**src/rtl/tmr_irq_pkg.sv**
```systemverilog
package tmr_irq_pkg;
  localparam int REG_W = 8;
  localparam int N_SRC = 5;
  // register bit of each source, index order is the vectoring order
  localparam int SRC_BIT [N_SRC] = '{7, 6, 5, 3, 1};
  typedef enum logic [2:0] {
    SRC_T1_OVF = 3'd0,
    SRC_CMP_A  = 3'd1,
    SRC_CMP_B  = 3'd2,
    SRC_CAP    = 3'd3,
    SRC_T0_OVF = 3'd4
  } src_e;
endpackage

```
**src/rtl/tmr_flag_cell.sv**
```systemverilog
module tmr_flag_cell (
  input  logic clk,
  input  logic rst_n,
  input  logic set_i,
  input  logic clr_i,
  output logic q_o
);
  always_ff @(posedge clk) begin
    if (!rst_n)     q_o <= 1'b0;
    else if (set_i) q_o <= 1'b1;   // set beats a same-cycle clear
    else if (clr_i) q_o <= 1'b0;
  end
endmodule

```
**src/rtl/tmr_ovf_sel.sv**
```systemverilog
module tmr_ovf_sel (
  input  logic pwm_mode,
  input  logic wrap_i,
  input  logic turn_i,
  output logic set_o
);
  always_comb set_o = pwm_mode ? turn_i : wrap_i;
endmodule

```
**src/rtl/tmr_reg_pack.sv**
```systemverilog
module tmr_reg_pack #(
  parameter int REG_W = tmr_irq_pkg::REG_W,
  parameter int N_SRC = tmr_irq_pkg::N_SRC
) (
  input  logic [N_SRC-1:0] flag_i,
  input  logic             sel_i,
  output logic [REG_W-1:0] rd_o
);
  logic [REG_W-1:0] packed_v;
  always_comb begin
    packed_v = '0;
    for (int i = 0; i < N_SRC; i++)
      packed_v[tmr_irq_pkg::SRC_BIT[i]] = flag_i[i];
    rd_o = sel_i ? packed_v : '0;
  end
endmodule

```
**src/rtl/tmr_irq_flags.sv**
```systemverilog
module tmr_irq_flags #(
  parameter int REG_W = tmr_irq_pkg::REG_W,
  parameter int N_SRC = tmr_irq_pkg::N_SRC
) (
  input  logic             clk,
  input  logic             rst_n,
  input  logic             ev_t1_wrap,
  input  logic             ev_t1_turn,
  input  logic             pwm_mode,
  input  logic             ev_cmp_a,
  input  logic             ev_cmp_b,
  input  logic             ev_capture,
  input  logic             ev_t0_wrap,
  input  logic             reg_sel,
  input  logic             wr_en,
  input  logic [REG_W-1:0] wr_data,
  output logic [REG_W-1:0] rd_data,
  input  logic [N_SRC-1:0] src_en,
  input  logic             gie,
  input  logic [N_SRC-1:0] ack,
  output logic [N_SRC-1:0] irq
);
  import tmr_irq_pkg::*;

  logic             t1_set;
  logic [N_SRC-1:0] set_vec;
  logic [N_SRC-1:0] clr_vec;
  logic [N_SRC-1:0] flag_q;
  logic             wr_hit;

  tmr_ovf_sel u_ovf_sel (
    .pwm_mode (pwm_mode),
    .wrap_i   (ev_t1_wrap),
    .turn_i   (ev_t1_turn),
    .set_o    (t1_set)
  );

  always_comb begin
    set_vec             = '0;
    set_vec[SRC_T1_OVF] = t1_set;
    set_vec[SRC_CMP_A]  = ev_cmp_a;
    set_vec[SRC_CMP_B]  = ev_cmp_b;
    set_vec[SRC_CAP]    = ev_capture;
    set_vec[SRC_T0_OVF] = ev_t0_wrap;
  end

  assign wr_hit = reg_sel & wr_en;

  for (genvar i = 0; i < N_SRC; i++) begin : g_flag
    assign clr_vec[i] = (wr_hit & wr_data[SRC_BIT[i]]) | ack[i];
    tmr_flag_cell u_cell (
      .clk   (clk),
      .rst_n (rst_n),
      .set_i (set_vec[i]),
      .clr_i (clr_vec[i]),
      .q_o   (flag_q[i])
    );
  end

  tmr_reg_pack #(.REG_W(REG_W), .N_SRC(N_SRC)) u_pack (
    .flag_i (flag_q),
    .sel_i  (reg_sel),
    .rd_o   (rd_data)
  );

  assign irq = flag_q & src_en & {N_SRC{gie}};
endmodule

```
**config.mk**
```make
export PLATFORM = sky130hd
export DESIGN_NAME = tmr_irq_flags
export DESIGN_NICKNAME = d
export VERILOG_FILES = /design/src/rtl/tmr_irq_pkg.sv /design/src/rtl/tmr_flag_cell.sv /design/src/rtl/tmr_ovf_sel.sv /design/src/rtl/tmr_reg_pack.sv /design/src/rtl/tmr_irq_flags.sv
export SDC_FILE = /design/constraint.sdc
export NUM_CORES = 1
export LEC_CHECK = 0
export CORE_MARGIN = 3
export CORE_UTILIZATION = 24
export DETAILED_ROUTE_END_ITERATION = 7
export HOLD_SLACK_MARGIN = 0.15
export PLACE_DENSITY = 0.77
export RECOVER_POWER = 50
export SETUP_SLACK_MARGIN = 0.2
export SLEW_MARGIN = 20
export SYNTH_ARGS = -nofsm -noshare
export SYNTH_HDL_FRONTEND = slang
export SYNTH_SLANG_ARGS = --single-unit
export TNS_END_PERCENT = 20
```
**constraint.sdc**
```tcl
create_clock -name clk -period 1.12 [get_ports clk]
set_input_delay 0.28 -clock clk [delete_from_list [all_inputs] [get_ports clk]]
set_output_delay 0.28 -clock clk [all_outputs]
set_load 0.1 [all_outputs]
```
==> impl_metrics.env, run 1 <==
export IMPL_status="finished with violations"
export IMPL_violations="setup timing"
export IMPL_synth_cell_types=13
export IMPL_yosysSeqAreaShare_pct=30.2
export IMPL_ys_ff_latch=5
export IMPL_hpwl_um=936
export IMPL_cpPeakStageDelay_ns=0.33
export IMPL_root_buffer="clkbuf_4"
export IMPL_hold_path_startpoint="rst_n"
export IMPL_die_area_mm2=0.00186
export IMPL_whs_path_depth=2
export IMPL_drt_wl_total_um=1080
export IMPL_final_cell_mix="clkdlybuf4s50_1 (11), dlygate4sd2_1 (11), buf_12 (11)"
export IMPL_clkSlewWorstSetupHoldPaths_ns=0.05
export IMPL_hold_violations=0
export IMPL_antenna_cells=0
export IMPL_largest_register="g_flag.u_cell.q_o"
export IMPL_fin_crit_sh_pct=108
export IMPL_chipHeight_um=43.2
export IMPL_dpl_instance_area_um2=855
export IMPL_largest_reg_flops=5
export IMPL_peakVddDrop_mv=0.834
export IMPL_yosysWarnings=0
export IMPL_crit_path_end_kind="output port"
export IMPL_min_period_ns=1.21
export IMPL_setup_violations=10
export IMPL_top_layer_used="met4"
export IMPL_multiInputGateArea_um2=249
export IMPL_remaining_drc_errors=0
export IMPL_port_buffers=36
export IMPL_vias=440
export IMPL_rrSetupSlack_ns=0.34
export IMPL_p_per_area_mw_per_mm2=903
export IMPL_reg_top3="g_flag.u_cell.q_o (5)"
export IMPL_rsz0062_at_grt="true"
export IMPL_reg2reg_to="g_flag[0].u_cell.q_o"
export IMPL_path_buf_inv=1
export IMPL_reg2reg_depth=2
export IMPL_antenna_found_initial=0
export IMPL_regArea_um2=106
export IMPL_path_cells="and3_4 -> buf_12"
export IMPL_setup_ws_ns=-0.0890
export IMPL_overflow=0
export IMPL_die_w_um=43.2
export IMPL_cts_tree="built"
export IMPL_drive_gt1_share_pct=44.2
export IMPL_gp_congestion=0.615
export IMPL_grt_usage_pct=11.9
export IMPL_required_ns=0.84
export IMPL_rows=12
export IMPL_timing_rr_start="g_flag[0].u_cell.q_o"
export IMPL_io_pins=43
export IMPL_path_class="reg2out"
export IMPL_cts_sinks=5
export IMPL_insertion_delay_ns=0.24
export IMPL_wl_per_cell_um=11.8
export IMPL_wl_met2_um=540
export IMPL_clk_path_buf_depth=2
export IMPL_grt_pass1_vias=405
export IMPL_arrival_ns=0.93
export IMPL_layout_nets=108
export IMPL_cpLargestDelayFamily="flip-flops"
export IMPL_core_area_mm2=0.00120
export IMPL_synth_top_cell_area_share_pct=30.2
export IMPL_syn_inst=36
export IMPL_fill_cells=97
export IMPL_hold_buffers=0
export IMPL_synth_top_cell_by_area="dfxtp_1"
export IMPL_wl_met3_um=135
export IMPL_grt_max_degree=9
export IMPL_p_leak_nw=0.409
export IMPL_max_freq_mhz=827
export IMPL_finalInstanceArea_um2=877
export IMPL_crit_path_max_fanout=3
export IMPL_area_growth_syn_to_layout_pct=165
export IMPL_finClkSkew_ns=0
export IMPL_grt_pass1_wl_um=1590
export IMPL_slowest_stage="dfxtp_2"
export IMPL_drt_iter0_markers=1
export IMPL_startpoint_type="register"
export IMPL_dp_cells=86
export IMPL_layoutNonFillerInstCount=91
export IMPL_initial_core_util_pct=27.6
export IMPL_routed_via_density=4.84
export IMPL_timing_max_cap_violations=0
export IMPL_cts_buffers=3
export IMPL_hp_class="in2reg"
export IMPL_slew_viol_final=0
export IMPL_cts_htree_levels=1
export IMPL_firstDrtPassIters=2
export IMPL_postRouteAntennaNets=0
export IMPL_min_delay_worst_endpoint="g_flag[0].u_cell.q_o"
export IMPL_wl_met1_um=372
export IMPL_syn_area_per_cell_um2=9.21
export IMPL_synth_area_um2=332
export IMPL_yosys_top_cells_area="dfxtp_1 (30%), o211a_1 (12%), nand4b_1 (11%)"
export IMPL_total_power_w=0.000792
export IMPL_hold_ws_ns=0.441
cells in the mapped netlist, drive strengths merged:
library cell / number
nor2b: 4
conb: 1
and2: 5
buf: 4
mux2: 1
a22o: 1
and3: 5
and3b: 1
o211a: 4
nand4b: 4
dfxtp: 5
nand3: 1
worst max path at each step:
stage	start	to	slack, ns	depth (start not counted)
finish	g_flag[3].u_cell.q_o	irq[3]	-0.09	2
floorplan	reg_sel	rd_data[1]	0.15	2
CTS	g_flag[3].u_cell.q_o	irq[3]	-0.09	2
detailed placement	gie	irq[0]	-0.43	3
global placement	gie	irq[3]	-0.42	3
global route	g_flag[3].u_cell.q_o	irq[3]	-0.11	2
cell families (layout without fill, tap and decap cells):
kind of cell	count (synthesis)	in the layout	synth area share, %
buffers and inverters	4	43	8.30
DFF	5	5	30.2
AOI/OAI and AO/OA	5	5	14.7
other	1	3	1.13
and+or+nand+nor	20	20	41.1
muxes	1	1	4.53
layout make-up:
class                           count  area share [%]
Clock buffer                        4            3.00
Multi-Input combinational cell     29            28.4
Timing Repair Buffer               39            54.5
Sequential cell                     5            12.1
Tap cell                           14            2.00
per-layer routing:
metal	vias up	track usage, %
li1	208	-
met1	197	10.9
met2	31	20.4
met3	4	5.08
met4	0	9.04
met5	-	0
power breakdown:
part           internal, W  switching [W]  total (W)
Clock             0.000135      0.0000785   0.000214
Combinational     0.000170       0.000205   0.000375
Sequential        0.000195     0.00000864   0.000203
Total             0.000499       0.000293   0.000792
worst register-to-register path: stages, from the launching register on:
cell and delay [ns]:
dfxtp_2 0.32, and3b_1 0.16, a22o_1 0.19
what timing repair did:
action                                  4_1_cts  5_1_grt
gates resized for setup                      23        0
setup buffers                                 1        0
pin swaps                                     6        0
endpoints found under the setup margin       15       10
endpoints found under the hold margin         0        0
stage by stage:
| stage | setup TNS (ns) | utilization (%) | setup slack, ns |
|---|---|---|---|
| floorplan | 0 | - | 0.149 |
| global placement | -4.80 | 71.1 | -0.418 |
| global route | -0.855 | 73.0 | -0.114 |
| finish | -0.609 | 73.0 | -0.0890 |
| detailed placement | -4.96 | 71.1 | -0.434 |
| CTS | -0.641 | 73.0 | -0.0935 |
(Power assumes the default switching activity.)
==> run 2: changes to the inputs <==
--- a/config.mk
+++ b/config.mk
@@ -9,7 +9,7 @@
 export CORE_UTILIZATION = 24
 export DETAILED_ROUTE_END_ITERATION = 7
 export HOLD_SLACK_MARGIN = 0.15
-export PLACE_DENSITY = 0.77
+export PLACE_DENSITY = 0.79
 export RECOVER_POWER = 50
 export SETUP_SLACK_MARGIN = 0.2
 export SLEW_MARGIN = 20
==> constraint.sdc (replaced) <==
create_clock -name clk -period 1.12 [get_ports clk]
set_input_delay 0.28 -clock clk [delete_from_list [all_inputs] [get_ports clk]]
set_output_delay 0.28 -clock clk [all_outputs]
set_load 0.02 [all_outputs]
==> impl_metrics.env, run 2 (synthesis results as in run 1) <==
export IMPL_rows=12
export IMPL_final_core_util_pct=65.3
export IMPL_io_pins=43
export IMPL_postRouteAntennaNets=0
export IMPL_antenna_found_initial=0
export IMPL_timing_max_cap_violations=0
export IMPL_grt_max_degree=9
export IMPL_core_area_mm2=0.00120
export IMPL_chipHeight_um=43.2
export IMPL_max_freq_mhz=876
export IMPL_path_cells="and2_2 -> buf_6"
export IMPL_rrSetupSlack_ns=0.33
export IMPL_vias=426
export IMPL_drt_iter0_markers=0
export IMPL_crit_path_end_kind="output port"
export IMPL_arrival_ns=0.86
export IMPL_setup_violations=6
export IMPL_root_buffer="clkbuf_4"
export IMPL_cts_htree_levels=1
export IMPL_violations="setup timing"
export IMPL_status="finished with violations"
export IMPL_peakVddDrop_mv=0.709
export IMPL_path_class="reg2out"
export IMPL_layout_nets=109
export IMPL_cts_sinks=5
export IMPL_timing_rr_start="g_flag[0].u_cell.q_o"
export IMPL_largest_reg_flops=5
export IMPL_crit_path_max_fanout=3
export IMPL_grt_usage_pct=12.5
export IMPL_hold_violations=0
export IMPL_min_period_ns=1.14
export IMPL_gp_congestion=0.624
export IMPL_cts_tree="built"
export IMPL_clk_path_buf_depth=2
export IMPL_hpwl_um=865
export IMPL_fin_crit_sh_pct=102
export IMPL_p_leak_nw=0.387
export IMPL_drt_wl_total_um=1080
export IMPL_initial_core_util_pct=27.6
export IMPL_dp_worst_setup_slack_ns=-0.847
export IMPL_insertion_delay_ns=0.24
export IMPL_largest_register="g_flag.u_cell.q_o"
export IMPL_critical_path_endpoint="rd_data[5]"
export IMPL_die_w_um=43.2
export IMPL_hp_class="in2reg"
export IMPL_reg2reg_to="g_flag[0].u_cell.q_o"
export IMPL_setup_ws_ns=-0.0222
export IMPL_remaining_drc_errors=0
export IMPL_clkSlewWorstSetupHoldPaths_ns=0.05
export IMPL_path_buf_inv=1
export IMPL_wl_per_cell_um=11.7
export IMPL_grt_pass1_wl_um=1780
export IMPL_cpLargestDelayFamily="flip-flops"
export IMPL_reg2reg_depth=2
export IMPL_grt_pass1_vias=459
export IMPL_slew_viol_final=0
export IMPL_cts_buffers=3
export IMPL_rsz0062_at_grt="true"
export IMPL_firstDrtPassIters=1
export IMPL_fill_cells=107
export IMPL_final_cell_mix="clkdlybuf4s50_1 (11), dlygate4sd2_1 (11), buf_6 (10), and3_4 (5), dfxtp_2 (5)"
export IMPL_port_buffers=36
export IMPL_cpPeakStageDelay_ns=0.32
export IMPL_finClkSkew_ns=0
export IMPL_drive_gt1_share_pct=46.2
export IMPL_die_area_mm2=0.00186
export IMPL_reg_top3="g_flag.u_cell.q_o (5)"
export IMPL_startpoint_type="register"
export IMPL_slowest_stage="dfxtp_2"
export IMPL_antenna_cells=0
export IMPL_cp_startpoint="g_flag[2].u_cell.q_o"
export IMPL_overflow=0
export IMPL_routed_via_density=4.63
export IMPL_required_ns=0.84
export IMPL_cp_depth=2
export IMPL_p_per_area_mw_per_mm2=799
export IMPL_area_growth_syn_to_layout_pct=137
run 2: cell count changes in the layout (fill, tap and decap cells not counted), sizes merged:
| cell | delta |
|---|---|
| buf | +1 |
| clkbuf | -1 |
| clkinv | +1 |
run 2: worst min path at each step:
| stage | slack (ns) | cells past startpoint | end | startpoint |
|---|---|---|---|---|
| global route | 0.45 | 2 | g_flag[0].u_cell.q_o | rst_n |
| global placement | 0.61 | 2 | g_flag[1].u_cell.q_o | g_flag[1].u_cell.q_o |
| detailed placement | 0.60 | 2 | g_flag[4].u_cell.q_o | g_flag[4].u_cell.q_o |
| finish | 0.45 | 2 | g_flag[0].u_cell.q_o | rst_n |
| floorplan | 0.41 | 1 | g_flag[0].u_cell.q_o | rst_n |
| CTS | 0.45 | 2 | g_flag[0].u_cell.q_o | rst_n |
run 2: power breakdown:
group          leakage [nW]  switching, W  internal, W
combinational         0.326     0.0000742     0.000136
sequential           0.0430    0.00000922     0.000194
clock                0.0177     0.0000832     0.000130
run 2: per-layer routing:
layer / GRT usage (%) / part of all wire, % / vias up
met4: 3.61 / 1.2 / 0
met2: 20.4 / 45 / 29
li1: - / - / 213
met5: 0 / 0 / -
met1: 15.0 / 42 / 182
met3: 4.66 / 11 / 2
run 2: area by class of cell:
cell class	instances	area [um2]	area share [%]
Sequential cell	5	106	13.6
Timing Repair Buffer	40	385	49.1
Tap cell	14	17.5	2.23
Clock buffer	3	22.5	2.87
Multi-Input combinational cell	29	248	31.6
Clock inverter	1	5.00	0.638
run 2: repair_timing:
item,4_1_cts,5_1_grt
gates resized for setup,84,8
hold buffers,0,0
setup buffers,0,0
pin swaps,6,6
gates cloned,0,0
setup endpoints to repair,15,11
run 2: worst reg2reg max path, stage by stage (launching register included):
cell and delay, ns:
dfxtp_2 0.32, and3b_1 0.17, a22o_1 0.19
run 2: per-stage QoR:
stage	instances	instance area [um2]	power (W)	hold WS, ns	TNS, ns
after detailed placement	88	726	0.000414	0.603	-9.58
after global placement	88	726	0.000412	0.610	-9.48
after floorplan	38	345	0.000280	0.413	0
after CTS	92	759	0.000626	0.452	-0.175
after global routing	92	785	0.000666	0.448	-0.305
final	92	785	0.000627	0.453	-0.0628
